--- src/rtl/sw_pkg.sv ---
package sw_pkg;

  localparam int DIGIT_W = 4;
  localparam int FLAG_W  = 6;

  localparam int FLG_10HZ  = 0;
  localparam int FLG_1HZ   = 1;
  localparam int FLG_RUNK  = 2;
  localparam int FLG_LAPK  = 3;
  localparam int FLG_RENEW = 4;
  localparam int FLG_LCUR  = 5;

  typedef struct packed {
    logic stepEn;   // advance the count by one
    logic cntClr;   // clear the count
    logic capLoad;  // load capture buffer from live count
    logic rdLive;   // low-digit read returns live digit
  } swCtrl_t;

  typedef enum logic [1:0] {
    DB_IDLE    = 2'd0,
    DB_PRESSED = 2'd1,
    DB_SETTLE  = 2'd2
  } dbState_t;

endpackage

--- src/rtl/sw_key_debounce.sv ---
module sw_key_debounce #(
  parameter int DEB_TICKS   = 48,
  parameter int SYNC_STAGES = 2
) (
  input  logic clk,
  input  logic rstN,
  input  logic sampleEn,
  input  logic keyRaw,
  output logic pressPulse
);
  import sw_pkg::*;

  localparam int CNT_W = $clog2(DEB_TICKS + 1);
  localparam logic [CNT_W-1:0] LAST_LOW = CNT_W'(DEB_TICKS - 1);

  logic [SYNC_STAGES-1:0] syncQ;
  logic keySync;
  dbState_t stateQ, stateD;
  logic [CNT_W-1:0] lowCntQ, lowCntD;

  generate
    if (SYNC_STAGES == 1) begin : g_sync1
      always_ff @(posedge clk or negedge rstN) begin
        if (!rstN) syncQ <= '0;
        else       syncQ <= keyRaw;
      end
    end else begin : g_syncN
      always_ff @(posedge clk or negedge rstN) begin
        if (!rstN) syncQ <= '0;
        else       syncQ <= {syncQ[SYNC_STAGES-2:0], keyRaw};
      end
    end
  endgenerate

  assign keySync = syncQ[SYNC_STAGES-1];

  always_comb begin
    stateD     = stateQ;
    lowCntD    = lowCntQ;
    pressPulse = 1'b0;
    if (sampleEn) begin
      unique case (stateQ)
        DB_IDLE: begin
          if (keySync) begin
            pressPulse = 1'b1;
            stateD     = DB_PRESSED;
          end
        end
        DB_PRESSED: begin
          if (!keySync) begin
            stateD  = DB_SETTLE;
            lowCntD = CNT_W'(1);
          end
        end
        DB_SETTLE: begin
          if (keySync) begin
            stateD  = DB_PRESSED;
            lowCntD = '0;
          end else if (lowCntQ >= LAST_LOW) begin
            stateD  = DB_IDLE;
            lowCntD = '0;
          end else begin
            lowCntD = lowCntQ + CNT_W'(1);
          end
        end
        default: begin
          stateD  = DB_IDLE;
          lowCntD = '0;
        end
      endcase
    end
  end

  always_ff @(posedge clk or negedge rstN) begin
    if (!rstN) begin
      stateQ  <= DB_IDLE;
      lowCntQ <= '0;
    end else begin
      stateQ  <= stateD;
      lowCntQ <= lowCntD;
    end
  end

endmodule

--- src/rtl/sw_datapath.sv ---
module sw_datapath #(
  parameter int NUM_DIGITS = 3
) (
  input  logic                                clk,
  input  logic                                rstN,
  input  sw_pkg::swCtrl_t                     ctrl,
  input  logic [1:0]                          rdSel,
  output logic [NUM_DIGITS-1:0]               wrapEv,
  output logic [NUM_DIGITS*sw_pkg::DIGIT_W-1:0] liveCount,
  output logic [NUM_DIGITS*sw_pkg::DIGIT_W-1:0] capBuf,
  output logic [sw_pkg::DIGIT_W-1:0]          rdNibble
);
  import sw_pkg::*;

  localparam logic [DIGIT_W-1:0] NINE = DIGIT_W'(9);

  logic [DIGIT_W-1:0] digitQ [NUM_DIGITS];
  logic [DIGIT_W-1:0] bufQ   [NUM_DIGITS];
  logic [NUM_DIGITS-1:0] carryIn;

  genvar gi;
  generate
    for (gi = 0; gi < NUM_DIGITS; gi++) begin : g_digit
      if (gi == 0) begin : g_first
        assign carryIn[gi] = ctrl.stepEn;
      end else begin : g_next
        assign carryIn[gi] = carryIn[gi-1] && (digitQ[gi-1] == NINE);
      end

      assign wrapEv[gi] = carryIn[gi] && (digitQ[gi] == NINE);

      always_ff @(posedge clk or negedge rstN) begin
        if (!rstN) begin
          digitQ[gi] <= '0;
        end else if (ctrl.cntClr) begin
          digitQ[gi] <= '0;
        end else if (carryIn[gi]) begin
          digitQ[gi] <= (digitQ[gi] == NINE) ? '0 : digitQ[gi] + DIGIT_W'(1);
        end
      end

      always_ff @(posedge clk or negedge rstN) begin
        if (!rstN)             bufQ[gi] <= '0;
        else if (ctrl.capLoad) bufQ[gi] <= digitQ[gi];
      end

      assign liveCount[gi*DIGIT_W +: DIGIT_W] = digitQ[gi];
      assign capBuf[gi*DIGIT_W +: DIGIT_W]    = bufQ[gi];
    end
  endgenerate

  always_comb begin
    rdNibble = '0;
    if (rdSel == 2'd0 && ctrl.rdLive) begin
      rdNibble = digitQ[0];
    end else if (32'(rdSel) < NUM_DIGITS) begin
      rdNibble = bufQ[rdSel];
    end
  end

endmodule

--- src/rtl/sw_control.sv ---
module sw_control #(
  parameter int NUM_DIGITS  = 3,
  parameter int DEB_TICKS   = 48,
  parameter int SYNC_STAGES = 2
) (
  input  logic                       clk,
  input  logic                       rstN,
  input  logic                       tick1k,
  input  logic                       tick1024,
  input  logic                       runKey,
  input  logic                       lapKey,
  input  logic                       runWr,
  input  logic                       runVal,
  input  logic                       cntRst,
  input  logic                       rdStb,
  input  logic [1:0]                 rdSel,
  input  logic [sw_pkg::FLAG_W-1:0]  flagClr,
  input  logic [NUM_DIGITS-1:0]      wrapEv,
  output sw_pkg::swCtrl_t            ctrl,
  output logic                       running,
  output logic                       holdQ,
  output logic                       lapPress,
  output logic [sw_pkg::FLAG_W-1:0]  flags
);
  import sw_pkg::*;

  localparam int NUM_KEYS = 2;

  logic [NUM_KEYS-1:0] keyRaw;
  logic [NUM_KEYS-1:0] keyPress;
  logic runPress;
  logic runQ;
  logic [FLAG_W-1:0] flagQ, flagSet;
  logic rdLowLoad, rdHighRel;

  assign keyRaw = {lapKey, runKey};

  genvar gk;
  generate
    for (gk = 0; gk < NUM_KEYS; gk++) begin : g_key
      sw_key_debounce #(
        .DEB_TICKS  (DEB_TICKS),
        .SYNC_STAGES(SYNC_STAGES)
      ) deb_i (
        .clk       (clk),
        .rstN      (rstN),
        .sampleEn  (tick1024),
        .keyRaw    (keyRaw[gk]),
        .pressPulse(keyPress[gk])
      );
    end
  endgenerate

  assign runPress = keyPress[0];
  assign lapPress = keyPress[1];

  assign rdLowLoad = rdStb && (rdSel == 2'd0) && !holdQ;
  assign rdHighRel = rdStb && (rdSel == 2'd2);

  always_comb begin
    ctrl.stepEn  = tick1k && runQ && !cntRst;
    ctrl.cntClr  = cntRst;
    ctrl.capLoad = lapPress || rdLowLoad;
    ctrl.rdLive  = !holdQ;
  end

  always_comb begin
    flagSet            = '0;
    flagSet[FLG_10HZ]  = wrapEv[1];
    flagSet[FLG_1HZ]   = wrapEv[NUM_DIGITS-1];
    flagSet[FLG_RUNK]  = runPress;
    flagSet[FLG_LAPK]  = lapPress;
    flagSet[FLG_RENEW] = lapPress;
    flagSet[FLG_LCUR]  = wrapEv[NUM_DIGITS-1] && holdQ;
  end

  always_ff @(posedge clk or negedge rstN) begin
    if (!rstN) begin
      runQ  <= 1'b0;
      holdQ <= 1'b0;
      flagQ <= '0;
    end else begin
      if (runWr)         runQ <= runVal;
      else if (runPress) runQ <= !runQ;

      if (lapPress)       holdQ <= 1'b1;
      else if (rdHighRel) holdQ <= 1'b0;

      flagQ <= (flagQ & ~flagClr) | flagSet;
    end
  end

  assign running = runQ;
  assign flags   = flagQ;

endmodule

--- src/rtl/bcd_lap_stopwatch.sv ---
module bcd_lap_stopwatch #(
  parameter int NUM_DIGITS  = 3,
  parameter int DEB_TICKS   = 48,
  parameter int SYNC_STAGES = 2
) (
  input  logic       clk,
  input  logic       rstN,
  input  logic       tick1k,
  input  logic       tick1024,
  input  logic       runKey,
  input  logic       lapKey,
  input  logic       runWr,
  input  logic       runVal,
  input  logic       cntRst,
  input  logic       rdStb,
  input  logic [1:0] rdSel,
  input  logic [5:0] flagClr,
  output logic [3:0] rdNibble,
  output logic       running,
  output logic [5:0] flags
);
  import sw_pkg::*;

  localparam int CNT_W = NUM_DIGITS * DIGIT_W;

  swCtrl_t ctrlS;
  logic [NUM_DIGITS-1:0] wrapEv;
  logic [CNT_W-1:0] liveCount;
  logic [CNT_W-1:0] capBuf;
  logic holdQ;
  logic lapPress;

  sw_control #(
    .NUM_DIGITS (NUM_DIGITS),
    .DEB_TICKS  (DEB_TICKS),
    .SYNC_STAGES(SYNC_STAGES)
  ) ctrl_i (
    .clk     (clk),
    .rstN    (rstN),
    .tick1k  (tick1k),
    .tick1024(tick1024),
    .runKey  (runKey),
    .lapKey  (lapKey),
    .runWr   (runWr),
    .runVal  (runVal),
    .cntRst  (cntRst),
    .rdStb   (rdStb),
    .rdSel   (rdSel),
    .flagClr (flagClr),
    .wrapEv  (wrapEv),
    .ctrl    (ctrlS),
    .running (running),
    .holdQ   (holdQ),
    .lapPress(lapPress),
    .flags   (flags)
  );

  sw_datapath #(
    .NUM_DIGITS(NUM_DIGITS)
  ) dp_i (
    .clk      (clk),
    .rstN     (rstN),
    .ctrl     (ctrlS),
    .rdSel    (rdSel),
    .wrapEv   (wrapEv),
    .liveCount(liveCount),
    .capBuf   (capBuf),
    .rdNibble (rdNibble)
  );

endmodule

--- config.mk ---
export PLATFORM = sky130hd
export DESIGN_NAME = bcd_lap_stopwatch
export DESIGN_NICKNAME = d
export VERILOG_FILES = /design/src/rtl/sw_pkg.sv /design/src/rtl/sw_key_debounce.sv /design/src/rtl/sw_datapath.sv /design/src/rtl/sw_control.sv /design/src/rtl/bcd_lap_stopwatch.sv
export SDC_FILE = /design/constraint.sdc
export NUM_CORES = 1
export LEC_CHECK = 0
export CORE_MARGIN = 10
export CORE_UTILIZATION = 51
export CTS_CLUSTER_DIAMETER = 60
export DETAILED_ROUTE_END_ITERATION = 10
export GPL_ROUTABILITY_DRIVEN = 0
export HOLD_SLACK_MARGIN = 0.12
export PLACE_DENSITY = 0.76
export SLEW_MARGIN = 20
export SYNTH_ARGS = -nofsm -noshare
export SYNTH_HDL_FRONTEND = slang
export SYNTH_SLANG_ARGS = --single-unit
--- constraint.sdc ---
create_clock -name clk -period 1.8 [get_ports clk]
set_input_delay 0.36 -clock clk [delete_from_list [all_inputs] [get_ports clk]]
set_output_delay 0.36 -clock clk [all_outputs]
set_load 0.01 [all_outputs]
Yosys cells after proc, flatten, opt, wreduce, memory -nomap -nowiden. Cells that the tools add are included. Widths: inputs -> output; s select.

Output and inout bits: 11. Input port bits: 18. Register bits: 52. Word-level logic and storage cells: 112.

Equality and inequality tests: 14. Bitwise gates (word level): 6. Reductions and logical operators: 26. Multiplexer cells: 42. $add $sub $neg: 5. Magnitude comparators: 4.

Operator list (number): $mux 4 (13); $mux 6 (6); $pmux 6 s3 (2); $mux 2 (8); $add 4x1->4 const B (3); $add 6x1->6 const B (2); $eq 4x4->1 const B (3); $ge 6x6->1 const B (2); $pmux 2 s3 (2); $logic_and 1x1->1 (10); $mux 1 (10); $reduce_bool 2->1 (5); $bmux 4 s2 (1); $ne 2x2->1 const B (4); $reduce_and 4->1 (2); $and 6x6->6 (1); $eq 2x2->1 const B (3); $logic_not 2->1 (3); $ne 3x3->1 const B (2); $not 6->6 (1); $or 6x6->6 (1); $reduce_and 3->1 (2); $eq 2x1->1 const B (2); $ge 3x3->1 const B (1); other kinds (5) (8).

Longest topological paths before layout.
Word-level depth: 7. Gate-level depth with buffers: 8.

Modules after synthesis. A second synthesis with hierarchy kept.

Cell total of the unflattened synthesis: 293. Area total of the unflattened synthesis: 2909.0 um2.

By module, submodules not included: sw_datapath (cells each 131, area an instance 1303.8 um2, instances 1, seq. area each 600.6 um2); sw_key_debounce (cells each 65, area an instance 634.4 um2, instances 2, seq. area each 250.2 um2); sw_control (cells each 32, area an instance 336.6 um2, instances 1, seq. area each 200.2 um2).

Worst setup path before layout. No wires, ideal clock.

Path type: reg2reg. From: register ctrl_i.g_key[0].deb_i.stateQ[0]. To: register ctrl_i.g_key[0].deb_i.stateQ[0]. Setup slack: 150 ps. Setup time: 125 ps. Clock period less this slack: 1650 ps. Buffers on the path: 0. Data arrival time: 1525 ps. Stages on the path, launching flop included: 7. Cell sequence: dfrtp_1 > inv_1 > ha_1 > nand2b_1 > a311o_1 > o21ai_0 > mux2_2.

Longest elaborated chain between the ends: 3.

RTL lines: start, declared (RTL line sw_key_debounce.sv:18) `dbState_t stateQ, stateD;`; start signal, assigned (RTL line sw_key_debounce.sv:79) `stateQ <= stateD;`; $eq 2x2->1, or another cell as far along (RTL line sw_key_debounce.sv:42) `unique case (stateQ)`; $ne 3x3->1 (no source line) / $ne 2x2->1 (equally long branches); $reduce_and 4->1 (no source line).

Parallel ways exist; a longest one is shown, timed or not. A chain may end at the register's enable or synchronous reset.

Final worst setup path.
From: register ctrl_i.holdQ. To: output rdNibble[3].

Longest elaborated chain between the ends: 3.

RTL lines: start, declared (RTL line sw_control.sv:21) `output logic holdQ,`; start signal, assigned (RTL line sw_control.sv:80) `holdQ <= 1'b0;`; start signal, assigned (RTL line sw_control.sv:86) `if (lapPress) holdQ <= 1'b1;`; start signal, assigned (RTL line sw_control.sv:87) `else if (rdHighRel) holdQ <= 1'b0;`; $logic_not 1->1 (RTL line sw_control.sv:64) `ctrl.rdLive = !holdQ;`; $logic_and 1x1->1 (RTL line sw_datapath.sv:54) `if (rdSel == 2'd0 && ctrl.rdLive) begin`; $mux 4 (RTL line sw_datapath.sv:54); end, declared (RTL line bcd_lap_stopwatch.sv:18) `output logic [3:0] rdNibble,`.

Every way passes these cells.

==> run_results.csv <==
group,metric,value,unit
run_status,outcome,"finished with violations",
run_status,violations,"setup timing",
yosys,syn_area,2780,µm²
floorplan,fp.dieW,93.8,µm
global_route,use_met2,23.6,%
floorplan,die_h,93.8,µm
global_route,grt_antenna_before_repair,0,
critical_path,critPathCaptureType,"output port",
global_route,met1_usage,17.9,%
placed_design,io_buffers,28,
pwr,total_power,3.45,mW
global_route,grt_usage,14.4,%
critical_path,r2r_slack,0.07,ns
yosys,synth-main-ff-cell,"dfrtp_1",
global_route,grt_pass1_vias,2385,
yosys,ys_ff_latch,52,
clock_tree,clockBufferDepth,2,
timing,skew,0.00582,ns
critical_path,cp.arrival,1.57,ns
timing,timing.final.crit_share,107,%
timing,rsz0062_at_grt,"yes",
yosys,synthAdderAreaFrac,6.31,%
yosys,synth_nets,318,
pwr,p_per_area,986,nW/µm²
global_route,grt_busiest_layer,"met2",
clock_tree,root_buffer,"clkbuf_8",
pwr,internal_power,2.33,mW
yosys,synth_xor_area_share,0.946,%
yosys,synth_simple_gate_area_share,16.4,%
pwr,p_sw_share,32.4,%
timing,fmax,519,MHz
drt,drt-initial-drc-count,89,
clock_tree,cts.sinks,52,
clock_tree,h-tree-depth,2,
yosys,post_synth.cell_area_avg,9.71,µm²
run,drv_cap,0,
critical_path,r2r_cells,6,
yosys,ys_types,50,
timing,relSlewSlack,70.7,%
yosys,ys.warnings.count,0,
global_route,grt_use_met3,4.16,%
clock_tree,insertion_delay,0.31,ns
critical_path,start_kind,"flop",
yosys,synth_top_family_by_area,"compound AO/OA/AOI/OAI gates",
global_route,grt_pass1_wl,10500,µm
pwr,p_clk_share,24.6,%
floorplan,rows,26,
drt,wl,6060,µm
pwr,peakVddDrop,0.645,mV
critical_path,worst-setup-path-type,"reg -> out",
yosys,synth-edff-count,0,
worst_hold_path,hold_start,"ctrl_i.g_key[0].deb_i.syncQ[0]",
timing,tightest_slew,0.440,ns
worst_hold_path,hold_path_end,"ctrl_i.g_key[0].deb_i.syncQ[1]",
timing,setup_violations,2,
timing,slew_viol_final,0,
pwr,power_leakage,1.56,nW
yosys,synth_compound_gate_area_share,19.0,%
yosys,synthCells,286,
placed_design,hpwl,4450,µm
critical_path,r2r-start,"ctrl_i.g_key[0].deb_i.stateQ[0]",
pwr,seq_power_share,39.9,%
pwr,power.switching,1.12,mW
worst_hold_path,min_delay_path_depth,0,
critical_path,r2r-end,"ctrl_i.g_key[0].deb_i.stateQ[0]",
clock_tree,cts_buffers,5,
floorplan,io-pin-count,29,
placed_design,dp.cells,405,
timing,setup_ws,-0.127,ns
drt,remaining_drc_errors,0,
clock_tree,tritoncts,"yes",
drt,wl_per_cell,14.6,µm
pwr,p_comb_share,35.5,%
layout,postLayoutCellArea,3500,µm²
global_route,grt_max_degree,53,
drt,viasPerCell,5.53,
timing,finalCriticalPeriod,1.93,ns
layout,diodes,0,
floorplan,die_area,8800,µm²
layout,drive_gt1_share,22.0,%
layout,final_nets,377,
yosys,async_reset_ff_share,100,%
clock_tree,cts.clk_slew.worst_paths,0.09,ns
yosys,synth-seq-area-share,46.9,%
critical_path,worst-path-max-fanout,4,
placed_design,place_area,3320,µm²
critical_path,cp.required,1.44,ns
layout,instances_no_fill,416,
floorplan,core-area,5200,µm²
yosys,synth_mux_area_share,5.95,%
global_route,overflow,0,
floorplan,start_util,53.3,%
worst_hold_path,min_path_type,"reg -> reg",
layout,syn2layout_area_growth,25.9,%
drt,ant_nets,0,
drt,num_vias,2301,
timing,hold_violations,0,
drt,drt_pre_antenna_iters,4,
==> synthesized netlist by cell type, types with 2 or more instances <==
cell,count,area (µm²)
a21o_1,3,22.5
a21oi_1,16,80.1
a31o_2,2,17.5
a31oi_1,5,31.3
a32oi_1,2,17.5
and3b_2,2,20.0
clkbuf_1,3,11.3
dfrtp_1,52,1300
ha_1,14,175
inv_1,22,82.6
mux2_2,12,135
mux2i_1,3,30.0
nand2_1,28,105
nand2b_1,6,37.5
nand3_1,12,60.1
nand3b_1,5,37.5
nand4_1,7,43.8
nor2_1,10,37.5
nor2b_1,3,18.8
nor3_1,5,25.0
o21ai_0,37,185
o22ai_1,3,18.8
o31ai_1,3,22.5
o41ai_1,2,17.5
or2b_1,2,15.0
or3_1,2,12.5
xor2_1,2,17.5
==> repair_timing <==
action,4_1_cts,5_1_grt
pin swaps,2,2
setup endpoints to repair,4,20
gates resized for setup,27,16
hold buffers,1,0
buffers inserted,1,1
cloned,0,0
hold endpoints to repair,52,0
==> kinds of logic (layout without fill, tap and decap cells) <==
logic type,after synthesis,count (layout)
compound gates,86,86
xor+xnor,3,3
fa+ha+maj,14,14
buf+inv,30,90
flops,52,52
mux,15,15
simple gates,86,86
==> cell type report <==
type                       instances  area [µm²]
sequential                        52        1300
clock inverter                     2        38.8
fill                             430        1710
tap                               70        87.6
multi-input combinational        204        1390
inverter                          23        86.3
timing repair buffer              59         508
clock buffer                       6        82.6
==> worst max-delay path, cell delays in order, from the launching register on <==
cell and delay, ns:
dfrtp_2 0.45, buf_6 0.13, or2b_1 0.22, a21oi_2 0.12, a21oi_1 0.05, o21ai_1 0.14
buf_2 0.15
==> per-stage QoR <==
stage          setup slack, ns  hold slack [ns]  util (%)  TNS [ns]
2_1_floorplan            0.150           0.0644         -         0
3_3_place_gp            -0.563            0.333      63.8     -5.44
3_5_place_dp            -0.615            0.337      63.8     -6.15
4_1_cts                 -0.135            0.359      66.3    -0.263
5_1_grt                 -0.232            0.367      67.2    -0.538
6_report                -0.127            0.359      67.2    -0.229
==> sequential cells by signal, summed over array words and instances (netlist names) <==
signal	count
ctrl_i.flags	6
ctrl_i.running	1
ctrl_i.holdQ	1
dp_i.liveCount	12
dp_i.capBuf	12
ctrl_i.g_key.deb_i.stateQ	4
ctrl_i.g_key.deb_i.syncQ	4
ctrl_i.g_key.deb_i.lowCntQ	12
==> power by group through the flow <==
stage / logic [mW] / registers (mW) / clock network [mW]
after floorplan: 0.690 / 1.39 / 0
after global placement: 1.12 / 1.39 / 0
after detailed placement: 1.15 / 1.40 / 0
after CTS: 1.18 / 1.37 / 0.869
after global routing: 1.36 / 1.40 / 0.910
final: 1.22 / 1.38 / 0.847
==> worst max path at each step <==
stage | startpoint | to | slack, ns | cells past startpoint
after CTS | ctrl_i.holdQ | rdNibble[3] | -0.14 | 6
after floorplan | ctrl_i.g_key[0].deb_i.stateQ[0] | ctrl_i.g_key[0].deb_i.stateQ[0] | 0.15 | 6
after detailed placement | rdSel[0] | rdNibble[2] | -0.62 | 6
final | ctrl_i.holdQ | rdNibble[3] | -0.13 | 6
after global routing | ctrl_i.holdQ | rdNibble[3] | -0.23 | 6
after global placement | rdSel[0] | rdNibble[3] | -0.56 | 6
==> routing by layer <==
metal	routed length [µm]	vias up
met2	2780	57
met5	0	-
met3	336	7
met4	57	0
met1	2880	1095
li1	-	1142
==> cell usage in the layout, fill, tap and decap left out, types with 6 or more instances in the layout <==
master / synthesis / final
dfrtp_1: 52 / 51
nand2_1: 28 / 28
o21ai_0: 37 / 28
buf_4: 1 / 27
inv_1: 22 / 22
clkdlybuf4s50_1: 0 / 21
ha_1: 14 / 13
a21oi_1: 16 / 12
nand3_1: 12 / 12
mux2_2: 12 / 12
nor2_1: 10 / 10
o21ai_1: 1 / 8
nand4_1: 7 / 7
nand2b_1: 6 / 6
clkbuf_8: 0 / 6
Power figures use the tool's default switching activity.
